<file path="config.mk">
export PLATFORM = sky130hd
export DESIGN_NAME = cc_eval
export DESIGN_NICKNAME = d
export VERILOG_FILES = /design/src/rtl/cc_pkg.sv /design/src/rtl/cc_width_calc.sv /design/src/rtl/cc_flag_logic.sv /design/src/rtl/cc_eval.sv
export SDC_FILE = /design/constraint.sdc
export NUM_CORES = 1
export LEC_CHECK = 0
export ABC_AREA = 1
export BUFFER_PORTS_ARGS = -buffer_cell sky130_fd_sc_hd__buf_4
export CELL_PAD_IN_SITES_DETAIL_PLACEMENT = 1
export CELL_PAD_IN_SITES_GLOBAL_PLACEMENT = 1
export CORE_ASPECT_RATIO = 2
export CORE_UTILIZATION = 45
export DETAILED_ROUTE_END_ITERATION = 8
export PLACE_DENSITY = 0.9
export SYNTH_ARGS = -nofsm -noshare
export SYNTH_HDL_FRONTEND = slang
export SYNTH_HIERARCHICAL = 1
export SYNTH_SLANG_ARGS = --single-unit
</file>
<file path="constraint.sdc">
create_clock -name clk_i -period 4.5 [get_ports clk_i]
set_input_delay 1.35 -clock clk_i [delete_from_list [all_inputs] [get_ports clk_i]]
set_output_delay 1.35 -clock clk_i [all_outputs]
set_load 0.02 [all_outputs]
</file>
<file path="src/rtl/cc_pkg.sv">
package cc_pkg;
  localparam int OP_W = 4;

  typedef enum logic [OP_W-1:0] {
    CC_PASS  = 4'd0,
    CC_LOGIC = 4'd1,
    CC_ADD   = 4'd2,
    CC_SUB   = 4'd3,
    CC_CMPB  = 4'd4,
    CC_CMPW  = 4'd5,
    CC_ADDX  = 4'd6,
    CC_SUBX  = 4'd7,
    CC_SHIFT = 4'd8
  } cc_op_e;

  typedef struct packed {
    logic n;
    logic z;
    logic v;
    logic c;
  } cc_nzvc_t;
endpackage

</file>
<file path="src/rtl/cc_width_calc.sv">
// N/Z and subtract-style C/V rebuilt at one operand width
module cc_width_calc #(
  parameter int WIDTH = 32
) (
  input  logic [WIDTH-1:0] dest_i,
  input  logic [WIDTH-1:0] src_i,
  output logic             z_o,
  output logic             n_o,
  output logic             sub_c_o,
  output logic             sub_v_o
);
  logic [WIDTH-1:0] orig;
  logic [WIDTH-1:0] ovf_vec;

  always_comb begin
    z_o     = (dest_i == '0);
    n_o     = !z_o && dest_i[WIDTH-1];
    orig    = dest_i + src_i;          // minuend recovered from difference
    sub_c_o = (orig < src_i);
    ovf_vec = (orig ^ dest_i) & (orig ^ src_i);
    sub_v_o = ovf_vec[WIDTH-1];
  end
endmodule

</file>
<file path="src/rtl/cc_flag_logic.sv">
module cc_flag_logic
  import cc_pkg::*;
#(
  parameter int DATA_W = 32
) (
  input  logic [OP_W-1:0]   op_i,
  input  logic [DATA_W-1:0] dest_i,
  input  logic [DATA_W-1:0] src_i,
  input  logic              prev_z_i,
  output cc_nzvc_t          nzvc_o,
  output logic              legal_o
);
  localparam int NUM_W = 3;   // byte, word, full

  logic [NUM_W-1:0] w_z, w_n, w_c, w_v;

  for (genvar g = 0; g < NUM_W; g++) begin : g_width
    localparam int WW = DATA_W >> (NUM_W - 1 - g);
    cc_width_calc #(.WIDTH(WW)) u_calc (
      .dest_i (dest_i[WW-1:0]),
      .src_i  (src_i[WW-1:0]),
      .z_o    (w_z[g]),
      .n_o    (w_n[g]),
      .sub_c_o(w_c[g]),
      .sub_v_o(w_v[g])
    );
  end

  logic [1:0]        sel;
  logic [DATA_W-1:0] add_t, addx_t, subx_t;
  logic [DATA_W-1:0] add_vv, addx_vv, subx_vv;

  always_comb begin
    unique case (op_i)
      CC_CMPB: sel = 2'd0;
      CC_CMPW: sel = 2'd1;
      default: sel = 2'd2;
    endcase
    add_t   = dest_i - src_i;
    addx_t  = dest_i - src_i - 1'b1;
    subx_t  = dest_i + src_i + 1'b1;
    add_vv  = (src_i ^ dest_i) & ~(add_t ^ src_i);
    addx_vv = (src_i ^ dest_i) & ~(addx_t ^ src_i);
    subx_vv = (subx_t ^ dest_i) & (subx_t ^ src_i);
  end

  always_comb begin
    legal_o  = 1'b1;
    nzvc_o.n = w_n[sel];
    nzvc_o.z = w_z[sel];
    nzvc_o.v = 1'b0;
    nzvc_o.c = 1'b0;
    case (op_i)
      CC_PASS:  nzvc_o = cc_nzvc_t'(dest_i[3:0]);
      CC_LOGIC: ;
      CC_ADD: begin
        nzvc_o.c = (dest_i < src_i);
        nzvc_o.v = add_vv[DATA_W-1];
      end
      CC_SUB, CC_CMPB, CC_CMPW: begin
        nzvc_o.c = w_c[sel];
        nzvc_o.v = w_v[sel];
      end
      CC_ADDX: begin
        nzvc_o.c = (dest_i <= src_i);
        nzvc_o.v = addx_vv[DATA_W-1];
        nzvc_o.z = w_z[sel] & prev_z_i;   // sticky clear Z
      end
      CC_SUBX: begin
        nzvc_o.c = (subx_t <= src_i);
        nzvc_o.v = subx_vv[DATA_W-1];
        nzvc_o.z = w_z[sel] & prev_z_i;
      end
      CC_SHIFT: nzvc_o.c = (src_i != '0);
      default: begin
        legal_o = 1'b0;
        nzvc_o  = '0;
      end
    endcase
  end
endmodule

</file>
<file path="src/rtl/cc_eval.sv">
module cc_eval
  import cc_pkg::*;
#(
  parameter int DATA_W = 32
) (
  input  logic              clk_i,
  input  logic              rst_ni,
  input  logic              rec_valid_i,
  input  logic [OP_W-1:0]   rec_op_i,
  input  logic [DATA_W-1:0] rec_dest_i,
  input  logic [DATA_W-1:0] rec_src_i,
  input  logic              eval_i,
  input  logic              x_i,
  input  logic              prev_z_i,
  output logic [4:0]        flags_o,
  output logic              illegal_o
);
  logic [OP_W-1:0]   op_q;
  logic [DATA_W-1:0] dest_q, src_q;
  logic [4:0]        flags_q;
  logic              illegal_q;
  cc_nzvc_t          nzvc;
  logic              legal;

  cc_flag_logic #(.DATA_W(DATA_W)) u_logic (
    .op_i    (op_q),
    .dest_i  (dest_q),
    .src_i   (src_q),
    .prev_z_i(prev_z_i),
    .nzvc_o  (nzvc),
    .legal_o (legal)
  );

  always_ff @(posedge clk_i or negedge rst_ni) begin
    if (!rst_ni) begin
      op_q      <= CC_PASS;
      dest_q    <= '0;
      src_q     <= '0;
      flags_q   <= '0;
      illegal_q <= 1'b0;
    end else begin
      illegal_q <= 1'b0;
      if (rec_valid_i) begin
        op_q   <= rec_op_i;
        dest_q <= rec_dest_i;
        src_q  <= rec_src_i;
      end else if (eval_i) begin
        if (legal) begin
          op_q    <= CC_PASS;
          dest_q  <= {{(DATA_W-4){1'b0}}, nzvc};
          flags_q <= {x_i, nzvc};
        end else begin
          illegal_q <= 1'b1;
        end
      end
    end
  end

  assign flags_o   = flags_q;
  assign illegal_o = illegal_q;
endmodule

</file>
; After elaboration in Yosys (flattened, before gate mapping)
; Index checks and enable logic that the tools add are counted.
[totals]
mem_count = 0
mem_bits_ro = 0
output_inout_bits = 6
mem_bits_rw = 0
regBits = 74
word_cells = 90
latch_bits = 0
[op_classes]
bitwise = 21
muxes = 23
n_lt_le_gt_ge = 7
n_eq_ne = 8
shifts = 0
n_div = 0
n_addsub = 6
multipliers = 0
reduce_logical = 20
[ops]
columns = operator, count
row1 = 32-bit bitwise XOR, 7
row2 = 32-bit bitwise AND, 4
row3 = 32-bit 2-to-1 mux, 3
row4 = 32-bit less-or-equal comparator, 2
row5 = 32-bit < comparator, 2
row6 = 32-bit NOT, 2
row7 = "32-bit by 1-bit adder with 32-bit output, second input constant", 1
row8 = 32-bit adder, 1
row9 = 32-bit zero test, 1
row10 = 32-bit nonzero test, 1
row11 = "32-bit by 1-bit subtractor with 32-bit output, second input constant", 1
row12 = 32-bit subtractor, 1
row13 = 16-bit bitwise XOR, 2
row14 = 16-bit adder, 1
row15 = 16-bit bitwise AND, 1
row16 = "4-bit by 3-bit equality test with 1-bit output, second input constant", 4
row17 = 16-bit zero test, 1
row18 = 16-bit < comparator, 1
row19 = 8-bit bitwise XOR, 2
row20 = 4-bit 2-to-1 mux, 3
row21 = 9-bit OR reduction, 1
row22 = 8-bit adder, 1
row23 = 8-bit bitwise AND, 1
row24 = 1-bit binary-select mux with 2-bit select, 4
row25 = other kinds (24), 37

; Longest topological paths before layout
[depth]
depth_word = 9
ltp_mapped = 31
ltp_nobuf = 31

; By module
; Netlist, hierarchy kept.
[modules_own_cells]
columns = module, cells_per_inst, seq_area_each_um2, area_per_inst_um2, n_inst
row1 = cc_flag_logic, 1013, 0.0, 5535.3, 1
row2 = cc_width_calc (u_logic.g_width[2].u_calc), 548, 0.0, 2974.1, 1
row3 = cc_eval, 332, 1851.8, 2945.3, 1
row4 = cc_width_calc (u_logic.g_width[1].u_calc), 212, 0.0, 1272.5, 1
row5 = cc_width_calc (u_logic.g_width[0].u_calc), 82, 0.0, 519.2, 1

; Worst setup path before layout
; OpenSTA, ideal clock, no wires.
[synth_timing]
path_kind = register to register
start = register dest_q[0]
end = register dest_q[0]
path_buffers = 0
path_stages_with_launch = 32
path_slack_ns = 0.945
synth_period_minus_slack_ns = 3.555
required_time_ns = 4.383
t_arrival_ns = 3.438
setup_time_ns = 0.117
cell_sequence = dfrtp_1 > inv_1 > ha_1 > inv_1 > fa_1 > nand3_1 > nand2_1 > nand2_1 > nand3b_2 > nand2_2 > nand2_4 > nand3_2 > nand3_2 > nand3_2 > nand2_2 > nand4_1 > nand2_1 > xor2_1 > ha_1 > nand2_1 > inv_1 > nand3_1 > nor3_1 > nand3_1 > o21ai_0 > nand2_1 > nand2_1 > nand2_1 > nand2_1 > nand2_1 > nand2_1 > nand2_1
[synth_lines]
columns = item, line_no
row1 = from (decl), cc_eval.sv:19  ; logic [DATA_W-1:0] dest_q, src_q;
row2 = from (signal assigned), cc_eval.sv:45  ; dest_q <= rec_dest_i;
row3 = from (signal assigned), cc_eval.sv:50  ; dest_q <= {{(DATA_W-4){1'b0}}, nzvc};

==> reports/metrics.csv <==
stage,metric,value,unit
power,Static Leak,8.72,nW
timing,Slew @ Worst Pin,1.09,ns
power,Design Power,5.34,mW
yosys,Post-synth EDFFs,0,
floorplanning,chip width,123,um
final_layout,Antenna Cells,0,
clocking,TritonCTS buffer count,9,
power,Combinational Power Share,68.8,%
critical_path,worst path bufs/invs,3,
timing,sum of negative setup slack,0,ns
yosys,largest cells by area after synthesis,"nand2_1 (21%), ha_1 (19%), dfrtp_1 (14%)",
placed_design,Detailed Place HPWL,50900,um
global_routing,All-Layer GR Usage,41.3,%
status,status,"finished, final reports clean",
clocking,CTS sink count,74,
clocking,"Clk Latency, worst-skew pair",0.37,ns
critical_path,CP Max Fanout,7,
power,Reg power frac,16.1,%
critical_path,crit path kind,reg -> reg,
final_layout,share of cells above drive strength 1,12.5,%
routing,mean routed wirelength per cell,22.8,um
final_layout,Final Instance Area,15000,um^2
yosys,Mean Syn Cell Area,6.06,um^2
clocking,CTS H-tree depth,3,
routing,Total Routed Length,61400,um
global_routing,vias in the first global route,17700,
yosys,post-synthesis cell count,2187,
routing,vias per inst,5.97,
yosys,Unique masters post-synth,56,
clocking,clock slew at reported path FFs,0.07,ns
yosys,Yosys top cell by area,nand2_1,
floorplanning,I/O Pins,80,
placed_design,Placement Cell Area,14700,um^2
clocking,"Hold-fix buffers, CTS",0,
global_routing,grt ovf,0,
timing,part of the cycle the worst path needs,96.6,%
yosys,Post-synth top cells,"nand2_1 (724), inv_1 (346), ha_1 (196), nor2_1 (178), a21oi_1 (140)",
power,Net Sw Power,2.90,mW
min_path,min-delay worst type,reg -> reg,
global_routing,first-pass GRT wire length,92600,um
routing,DR pass1 iterations,5,
routing,Via Count,16100,
final_layout,# fillers,4118,
placed_design,global placer's final weighted congestion,1.05,
routing,Detail Route Antenna Nets,0,
floorplanning,Total Die Area,30200,um^2
final_layout,P&R area growth vs syn,13.5,%
critical_path,CP most frequent cell,nand2_1,
yosys,"flops & latches, synth",74,
yosys,Post-Syn Nets,2462,
clocking,Clock Tree Buf Depth,2,
timing,fin. max-slew vios,0,
yosys,Yosys Warn Count,6,
floorplanning,Die Y,245,um
yosys,most common cell in the synthesized netlist,nand2_1,
critical_path,"Data required, critical path",4.75,ns
floorplanning,Rows,88,
timing,Final Skew,0.00795,ns
final_layout,multi-input logic area,9880,um^2
timing,Final Hold Fails,0,
yosys,prevailing post-synth register cell,dfrtp_1,
timing,Final setup viols,0,
power,Max IR drop VDD,0.232,mV
final_layout,final net count,2600,
clocking,CTS tree,yes,
critical_path,Crit path max-delay family,simple AND/OR/NAND/NOR gates,
floorplanning,core area,28800,um^2
clocking,Root Buffer,clkbuf_16,
yosys,top-area cell type share of the netlist area,20.5,%
power,Sw Ratio,54.4,%
yosys,sequential fraction of the synthesis area,14.0,%
routing,post-route DRC violation count,0,
floorplanning,Starting Density,45.9,%
global_routing,largest net degree at the start of global routing,75,
timing,Slew HR,27.5,%
critical_path,CP endpoint kind,flop,
critical_path,crit path DAT,4.60,ns
global_routing,antenna violations before repair,0,
power,Pwr Density,355,nW/um^2
routing,DR iter-0 viols,754,
critical_path,"slowest stage cell, crit path",dfrtp_1,
placed_design,PortBufs,79,
yosys,Mapped Area,13200,um^2
power,Internal,2.44,mW
timing,Tmin final,4.35,ns
critical_path,CP startpoint kind,flop,
power,Clock power frac,15.1,%
final_layout,Seq. cell area,1850,um^2
job,number of max-cap violations,0,
timing,fmax,230,MHz
yosys,asr flop ratio synth,100,%
critical_path,highest cell delay on the worst timing path,0.40,ns
cell families (layout without fill, tap and decap cells):
logic type / after synthesis / count (layout) / synth area share, %
and+or+nand+nor: 1196 / 1196 / 38.7
buffers and inverters: 388 / 531 / 11.8
AOI/OAI and AO/OA: 260 / 260 / 11.6
adders and majority gates: 201 / 201 / 19.3
DFF: 74 / 74 / 14.0
xor gates and xnor gates: 68 / 68 / 4.61
tightest hold or removal path: cells and delay by family, from the launching register on:
family | cells | cell delay, ns
simple gates | 2 | 0.11
flops | 1 | 0.36
metrics by stage:
stage	utilization, %	setup WS [ns]	std cells	hold slack, ns
6_report	52.1	0.155	2690	0.500
5_1_grt	52.1	-0.0425	2690	0.526
2_1_floorplan	-	0.945	2187	0.528
3_3_place_gp	50.8	0.147	2672	0.471
3_5_place_dp	50.8	-0.0507	2672	0.484
4_1_cts	51.9	0.0439	2688	0.500
registers in the layout, summed over array words and instances (netlist names):
register / count
dest_q: 32
src_q: 32
flags_o: 5
op_q: 4
illegal_o: 1
metal layers:
layer  GRT usage (%)  wire (um)  up-vias
met5               0          0        -
met4            41.8       7000        0
met3            8.11       3310      380
met2            73.9      31600      671
met1            36.4      19500     7766
li1                -          -     7248
path summary, 6_finish.rpt:
kind | start | end | slack, ns | depth (start not counted)
setup / recovery | dest_q[0] | dest_q[0] | 0.15 | 28
hold / removal | flags_o[4] | flags_o[4] | 0.50 | 2
setup reg to reg | dest_q[0] | dest_q[0] | 0.15 | 28
hold reg to reg | flags_o[4] | flags_o[4] | 0.50 | 2
max in group asynchronous | rst_ni | src_q[27] | 2.62 | 1
min in group asynchronous | rst_ni | flags_o[2] | 1.11 | 1
final cells by class:
type / instances / area share, %
Multi-Input combinational cell: 1725 / 65.7
Sequential cell: 74 / 12.3
Inverter: 356 / 8.90
Timing Repair Buffer: 159 / 7.96
Tap cell: 360 / 3.00
Clock buffer: 10 / 1.59
Clock inverter: 6 / 0.466
power groups by stage:
| stage | clock network (mW) | registers, mW | logic [mW] |
|---|---|---|---|
| 6_report | 0.804 | 0.861 | 3.67 |
| 5_1_grt | 0.827 | 0.868 | 3.95 |
| 4_1_cts | 0.799 | 0.858 | 3.52 |
| 3_5_place_dp | 0 | 0.868 | 3.49 |
| 3_3_place_gp | 0 | 0.862 | 3.31 |
| 2_1_floorplan | 0 | 0.878 | 2.23 |
layout by cell type (no fill, tap or decap), types with 3 or more instances in the layout:
cell / Yosys / layout
a21o_1: 6 / 6
a21oi_1: 140 / 139
a21oi_2: 13 / 14
a31oi_1: 4 / 4
and3_1: 3 / 3
buf_4: 9 / 158
clkbuf_16: 0 / 9
dfrtp_1: 74 / 72
fa_1: 5 / 4
ha_1: 196 / 191
ha_2: 0 / 5
inv_1: 346 / 346
inv_2: 8 / 8
inv_6: 0 / 3
nand2_1: 724 / 720
nand2_2: 40 / 42
nand2_4: 5 / 7
nand3_1: 126 / 126
nand3_2: 8 / 8
nand3b_1: 7 / 7
nand4_1: 29 / 29
nor2_1: 178 / 178
nor2_2: 12 / 12
nor3_1: 26 / 25
nor4_1: 27 / 27
o211ai_1: 6 / 6
o21a_1: 8 / 8
o21ai_0: 44 / 43
o21ai_1: 5 / 6
o21bai_1: 15 / 15
o221ai_1: 3 / 3
xnor2_1: 5 / 5
xor2_1: 61 / 61
what timing repair did:
item,in CTS,in global routing
setup endpoints to repair,1,2
gates resized for setup,3,16
setup buffers,0,2
Power figures use the tool's default switching activity.
